--- config.mk ---
export PLATFORM = sky130hd
export DESIGN_NAME = irq_prio_ctrl
export DESIGN_NICKNAME = d
export VERILOG_FILES = /design/src/rtl/irq_prio_pkg.sv /design/src/rtl/vec_prio_enc.sv /design/src/rtl/irq_arbiter.sv /design/src/rtl/irq_prio_ctrl.sv
export SDC_FILE = /design/constraint.sdc
export NUM_CORES = 2
export LEC_CHECK = 0
export BUFFER_PORTS_ARGS = -buffer_cell sky130_fd_sc_hd__buf_2
export CAP_MARGIN = 20
export CORE_ASPECT_RATIO = 0.6
export CORE_MARGIN = 2
export CORE_UTILIZATION = 35
export CTS_BUF_LIST = sky130_fd_sc_hd__clkbuf_4
export DETAILED_ROUTE_END_ITERATION = 12
export GPL_TIMING_DRIVEN = 0
export PLACE_DENSITY = 0.54
export SLEW_MARGIN = 30
export SYNTH_ARGS = -nofsm -noshare
export SYNTH_HDL_FRONTEND = slang
export SYNTH_HIERARCHICAL = 1
export SYNTH_SLANG_ARGS = --single-unit
--- constraint.sdc ---
create_clock -name clk_i -period 9.75 [get_ports clk_i]
set_clock_uncertainty 0.2 [all_clocks]
set_input_delay 1.95 -clock clk_i [delete_from_list [all_inputs] [get_ports clk_i]]
set_output_delay 1.95 -clock clk_i [all_outputs]
set_load 0.01 [all_outputs]
--- src/rtl/irq_prio_pkg.sv ---
package irq_prio_pkg;
  localparam int unsigned NUM_VEC = 256;
  localparam int unsigned WORD_W  = 32;
  localparam int unsigned VEC_W   = $clog2(NUM_VEC);
  localparam int unsigned CLS_W   = 4;
  localparam int unsigned SVR_W   = 13;
  localparam int unsigned SVR_EN  = 8;
  localparam int unsigned SVR_DIR = 12;
endpackage

--- src/rtl/vec_prio_enc.sv ---
module vec_prio_enc #(
  parameter int unsigned N    = 256,
  parameter int unsigned WORD = 32
) (
  input  logic [N-1:0]         vec_i,
  output logic                 found_o,
  output logic [$clog2(N)-1:0] idx_o
);
  localparam int unsigned NW = N / WORD;
  localparam int unsigned BW = $clog2(WORD);
  localparam int unsigned WW = $clog2(N) - BW;

  logic [NW-1:0] word_any;
  logic [BW-1:0] word_pos [NW];

  for (genvar w = 0; w < NW; w++) begin : g_word
    always_comb begin
      word_pos[w] = '0;
      word_any[w] = |vec_i[w*WORD +: WORD];
      for (int b = 0; b < WORD; b++)
        if (vec_i[w*WORD+b]) word_pos[w] = BW'(b);
    end
  end

  // highest word wins, then highest bit within it
  always_comb begin
    found_o = 1'b0;
    idx_o   = '0;
    for (int w = 0; w < NW; w++)
      if (word_any[w]) begin
        found_o = 1'b1;
        idx_o   = {WW'(w), word_pos[w]};
      end
  end
endmodule

--- src/rtl/irq_arbiter.sv ---
module irq_arbiter
  import irq_prio_pkg::*;
(
  input  logic [VEC_W-1:0] tpr_i,
  input  logic             isr_found_i,
  input  logic [VEC_W-1:0] isr_idx_i,
  input  logic             irr_found_i,
  input  logic [VEC_W-1:0] irr_idx_i,
  input  logic             sw_en_i,
  input  logic [VEC_W-1:0] spur_vec_i,
  output logic [VEC_W-1:0] ppr_o,
  output logic             deliver_o,
  output logic [VEC_W-1:0] ack_vec_o
);
  localparam int unsigned LOW_W = VEC_W - CLS_W;

  logic [CLS_W-1:0] isr_cls, tpr_cls, irr_cls;

  assign isr_cls = isr_found_i ? isr_idx_i[VEC_W-1 -: CLS_W] : '0;
  assign tpr_cls = tpr_i[VEC_W-1 -: CLS_W];
  assign irr_cls = irr_idx_i[VEC_W-1 -: CLS_W];

  assign ppr_o = (tpr_cls >= isr_cls) ? tpr_i : {isr_cls, {LOW_W{1'b0}}};

  assign deliver_o = sw_en_i && irr_found_i &&
                     ((ppr_o == '0) || (irr_cls > ppr_o[VEC_W-1 -: CLS_W]));

  assign ack_vec_o = deliver_o ? irr_idx_i : spur_vec_i;
endmodule

--- src/rtl/irq_prio_ctrl.sv ---
module irq_prio_ctrl
  import irq_prio_pkg::*;
(
  input  logic             clk_i,
  input  logic             rst_ni,
  input  logic             req_valid_i,
  input  logic [VEC_W-1:0] req_vec_i,
  input  logic             req_level_i,
  input  logic             clr_valid_i,
  input  logic [VEC_W-1:0] clr_vec_i,
  input  logic             tpr_we_i,
  input  logic [VEC_W-1:0] tpr_wdata_i,
  input  logic             svr_we_i,
  input  logic [15:0]      svr_wdata_i,
  input  logic             ack_i,
  input  logic             eoi_i,
  output logic             irq_o,
  output logic [VEC_W-1:0] ack_vec_o,
  output logic [VEC_W-1:0] tpr_o,
  output logic [VEC_W-1:0] ppr_o,
  output logic [SVR_W-1:0] svr_o,
  output logic             eoi_bcast_o,
  output logic [VEC_W-1:0] eoi_bcast_vec_o
);
  logic [NUM_VEC-1:0] irr_q, isr_q, tmr_q;
  logic [NUM_VEC-1:0] irr_d, isr_d, tmr_d;
  logic [VEC_W-1:0]   tpr_q;
  logic [SVR_W-1:0]   svr_q;
  logic               irq_q, bcast_q;
  logic [VEC_W-1:0]   bcast_vec_q;

  logic               irr_found, isr_found, deliver, take, retire;
  logic [VEC_W-1:0]   irr_idx, isr_idx;

  vec_prio_enc #(.N(NUM_VEC), .WORD(WORD_W)) i_irr_enc (
    .vec_i(irr_q), .found_o(irr_found), .idx_o(irr_idx)
  );

  vec_prio_enc #(.N(NUM_VEC), .WORD(WORD_W)) i_isr_enc (
    .vec_i(isr_q), .found_o(isr_found), .idx_o(isr_idx)
  );

  irq_arbiter i_arb (
    .tpr_i      (tpr_q),
    .isr_found_i(isr_found),
    .isr_idx_i  (isr_idx),
    .irr_found_i(irr_found),
    .irr_idx_i  (irr_idx),
    .sw_en_i    (svr_q[SVR_EN]),
    .spur_vec_i (svr_q[VEC_W-1:0]),
    .ppr_o      (ppr_o),
    .deliver_o  (deliver),
    .ack_vec_o  (ack_vec_o)
  );

  assign take   = ack_i && deliver;
  assign retire = eoi_i && isr_found;

  // order: withdraw, acknowledge, then new request (request survives a same-cycle ack)
  always_comb begin
    irr_d = irr_q;
    isr_d = isr_q;
    tmr_d = tmr_q;
    if (clr_valid_i) irr_d[clr_vec_i] = 1'b0;
    if (take) begin
      irr_d[irr_idx] = 1'b0;
      isr_d[irr_idx] = 1'b1;
    end
    if (retire) isr_d[isr_idx] = 1'b0;
    if (req_valid_i) begin
      irr_d[req_vec_i] = 1'b1;
      tmr_d[req_vec_i] = req_level_i;
    end
  end

  always_ff @(posedge clk_i or negedge rst_ni) begin
    if (!rst_ni) begin
      irr_q       <= '0;
      isr_q       <= '0;
      tmr_q       <= '0;
      tpr_q       <= '0;
      svr_q       <= '0;
      irq_q       <= 1'b0;
      bcast_q     <= 1'b0;
      bcast_vec_q <= '0;
    end else begin
      irr_q <= irr_d;
      isr_q <= isr_d;
      tmr_q <= tmr_d;
      irq_q <= deliver;
      if (tpr_we_i) tpr_q <= tpr_wdata_i;
      if (svr_we_i) svr_q <= {svr_wdata_i[SVR_DIR], 3'b000, svr_wdata_i[SVR_EN:0]};
      bcast_q <= retire && tmr_q[isr_idx] && !svr_q[SVR_DIR];
      if (retire) bcast_vec_q <= isr_idx;
    end
  end

  assign irq_o           = irq_q;
  assign tpr_o           = tpr_q;
  assign svr_o           = svr_q;
  assign eoi_bcast_o     = bcast_q;
  assign eoi_bcast_vec_o = bcast_vec_q;
endmodule

==> metrics <==
Max transition margin 21.20%; classification of the worst setup path reg -> out; switching share of power 56.43%; clock latency on the worst-skew pair 1.28 ns; final critical-path required period 9.605 ns; via/cell ratio 6.437; core box area 0.1188 sq mm; cell type with the largest total area after synthesis sky130_fd_sc_hd__dfrtp_1; final-report max-slew violation count 0; clock share of power 15.3%; number of fill cells in the layout 11820; number of antenna violations at the first check in global routing 26; list of most frequent post-synthesis cells 904 x sky130_fd_sc_hd__nand2_1, 796 x sky130_fd_sc_hd__dfrtp_1, 600 x sky130_fd_sc_hd__a21oi_1; sequential cell fraction of total power 21.3%; CP cell instances nor4_1 -> nand4_1 -> nor2_2 -> nand2_1 -> o211ai_1 -> nand2_1 -> ha_1 -> o21ai_2 -> and2b_2 -> nor2_4 -> mux2_2 -> ha_1 -> or4_1 -> a21oi_2 -> a211oi_2 -> a31oi_4 -> buf_12 -> mux2_2 -> buf_2; clock transition at the registers of the reported paths 0.07 ns; CP Max Fanout 9; data required time of the worst path 7.60 ns; number of clock buffers inserted by TritonCTS 201; measured slew at the worst slew-check pin 1.178 ns; area fraction of the dominant cell type after synthesis 47.65%; via count of the first global-routing pass 38980; # setup viols final 0; DRC errors left 0; share of the yosys chip area belonging to registers 47.65%; switching component of the power 11.00 mW; sort of element at the end of the critical path primary output; number of buffers inserted by port buffering 79; Die Area 0.1223 sq mm; wire length of the first global-routing pass 321200 microns; Post-Layout Cell Count 6664; f_max 104.1 MHz; DP Wirelength 178900 microns; clock root cell sky130_fd_sc_hd__clkbuf_4; Die X 450.2 microns; number of synthesis warnings 6; pre-CTS setup slack -0.1659 ns; combinational share of power 63.4%; routed length per placed instance 35.52 microns; TNS Setup 0 ns; maximum ir drop on the vdd rail 335.3 uV; WP data arrival 7.46 ns; Finished Core Util 41.66%; global-route total usage across every layer 37.89%; floorplan row count 98; total placed cells including tap cells 6301; starting density of the core 35.18%; number of register bits inferred by synthesis 796; cell-internal power 8.496 mW; DRT Pass-1 Iters 7; max capacitance violation total 0; buffers from clock root to sink, at most 3; Main synth FF type sky130_fd_sc_hd__dfrtp_1; synthesized area 0.04180 sq mm; vias 42900; power density over the cells 393.9 mW/mm^2; result of the run completed; # hold bufs at CTS 0; Die H 271.7 microns; layout overhead on the synthesized area 18.42%; LEAKAGE 22.57 nW; Worst path top cell family by delay simple AND/OR/NAND/NOR gates; post-synthesis cell type count 86; Setup crit start kind register; largest incremental delay on the critical path 0.89 ns; endpoints failing hold 0; Top Ports 96; fraction of final layout cells sized beyond drive strength 1 22.87%; DRT antenna net count 0; dominant cell by count in the synthesized netlist sky130_fd_sc_hd__nand2_1; Bufs and invs on worst path 2; Nets 4967; Slowest-stage cell, CP sky130_fd_sc_hd__o211ai_1; Avg Inst Size Synth 9.329 sq um; Final Wtd Congestion 1.120; number of DRC markers in iteration 0 7541; largest net degree at the start of global routing 109; count of flip-flops with a built-in enable after synthesis 0; total wire length after detailed routing 236700 microns; count of mapped cells out of synthesis 4481; type of the worst min-delay path reg -> reg; number of clock sinks seen by CTS 796; share of async-settable or async-resettable flops after synthesis 100.0%; crit share post-route 98.51%; GR Overflow Total 0; fin worst setup slack 0.1450 ns; H-tree Lvls 4; Synth area leaders sky130_fd_sc_hd__dfrtp_1 48%, sky130_fd_sc_hd__nand2_1 8.1%, sky130_fd_sc_hd__mux2_2 7.7%, sky130_fd_sc_hd__a21oi_1 7.2%, sky130_fd_sc_hd__a22oi_1 3.5%; TritonCTS clock tree yes
final cells by class:
class | instances | area (sq um) | area share [%]
Inverter | 100 | 375.4 | 0.7583
Tap cell | 1600 | 2002 | 4.044
Antenna cell | 18 | 45.04 | 0.09099
Sequential cell | 796 | 19920 | 40.24
Clock inverter | 56 | 332.8 | 0.6723
Multi-Input combinational cell | 3338 | 21180 | 42.79
Timing Repair Buffer | 225 | 2330 | 4.706
Buffer | 249 | 1197 | 2.419
Clock buffer | 282 | 2117 | 4.277
tightest hold or removal path, delay by kind of cell, from the launching register on:
family           cells  cell delay [ns]
DFF                  1             0.34
and+or+nand+nor      2             0.11
power by group through the flow:
stage,registers [mW],logic (mW),clock network [mW]
after floorplan,4.04,5.79,0
after global placement,4.17,11.0,0
after detailed placement,4.17,11.4,0
after CTS,4.10,11.3,3.00
after global routing,4.20,12.4,3.18
final,4.15,12.4,2.99
layer usage:
metal  vias up  wire length [microns]  global-route usage [%]
li1      17370                      -                       -
met3       560                  41480                   20.12
met2      3435                  81980                   43.91
met1     21520                 103700                   56.68
met4        16                   9397                   14.00
met5         -                     99                       0
timing repair:
item / 4_1_cts / 5_1_grt
endpoints found under the setup margin: 41 / 8
setup buffers: 3 / 4
gates cloned: 0 / 0
pin swaps: 2 / 6
gates resized for setup: 8 / 16
registers in the layout, summed over array words and instances, names as in the netlist:
| register | flops |
|---|---|
| irr_q | 256 |
| isr_q | 256 |
| tmr_q | 256 |
| svr_o | 10 |
| eoi_bcast_vec_o | 8 |
| tpr_o | 8 |
| eoi_bcast_o | 1 |
| irq_o | 1 |
cells in the final DEF, fill, tap and decap left out, types with 25 or more instances in the layout:
cell / n
sky130_fd_sc_hd__nand2_1: 904
sky130_fd_sc_hd__dfrtp_1: 796
sky130_fd_sc_hd__a21oi_1: 599
sky130_fd_sc_hd__mux2_2: 285
sky130_fd_sc_hd__clkbuf_4: 282
sky130_fd_sc_hd__nor2_1: 225
sky130_fd_sc_hd__a22oi_1: 195
sky130_fd_sc_hd__clkbuf_1: 141
sky130_fd_sc_hd__nor4_1: 137
sky130_fd_sc_hd__buf_2: 120
sky130_fd_sc_hd__inv_1: 100
sky130_fd_sc_hd__nor3_1: 93
sky130_fd_sc_hd__o21ai_0: 92
sky130_fd_sc_hd__nand3_1: 80
sky130_fd_sc_hd__clkbuf_2: 74
sky130_fd_sc_hd__buf_4: 63
sky130_fd_sc_hd__nand2b_1: 57
sky130_fd_sc_hd__nor3_2: 55
sky130_fd_sc_hd__mux4_2: 40
sky130_fd_sc_hd__or4_1: 39
sky130_fd_sc_hd__nor4_2: 38
sky130_fd_sc_hd__clkinv_1: 37
sky130_fd_sc_hd__o31ai_1: 36
sky130_fd_sc_hd__buf_16: 34
sky130_fd_sc_hd__nor2b_1: 32
sky130_fd_sc_hd__nand4_1: 29
sky130_fd_sc_hd__mux2i_1: 26
sky130_fd_sc_hd__a211oi_1: 25
path summary, 6_finish.rpt:
| path | from | end | slack (ns) | cells past startpoint |
|---|---|---|---|---|
| max | isr_q[173] | ack_vec_o[2] | 0.14 | 19 |
| min | irr_q[128] | irr_q[128] | 0.29 | 2 |
| max reg2reg | isr_q[173] | irr_q[184] | 0.67 | 24 |
| min reg2reg | irr_q[128] | irr_q[128] | 0.29 | 2 |
| max in group asynchronous | rst_ni | tmr_q[134] | 7.08 | 4 |
| min in group asynchronous | rst_ni | isr_q[34] | 0.38 | 1 |
through the flow:
stage	hold WS (ns)	total power, mW	area (sq um)
after floorplan	0.2468	9.830	41810
after global placement	0.2634	15.16	44210
after detailed placement	0.2692	15.57	46710
after CTS	0.2849	18.38	49230
after global routing	0.3123	19.82	49480
final	0.2877	19.50	49500
kinds of logic after synthesis:
family	synth area share, %
fa+ha+maj	0.2095
compound gates	17.13
flops	47.65
buf+inv	3.541
simple gates	19.78
other cells	0.008971
mux	11.69
No activity file was read; power rests on OpenSTA's default activity.
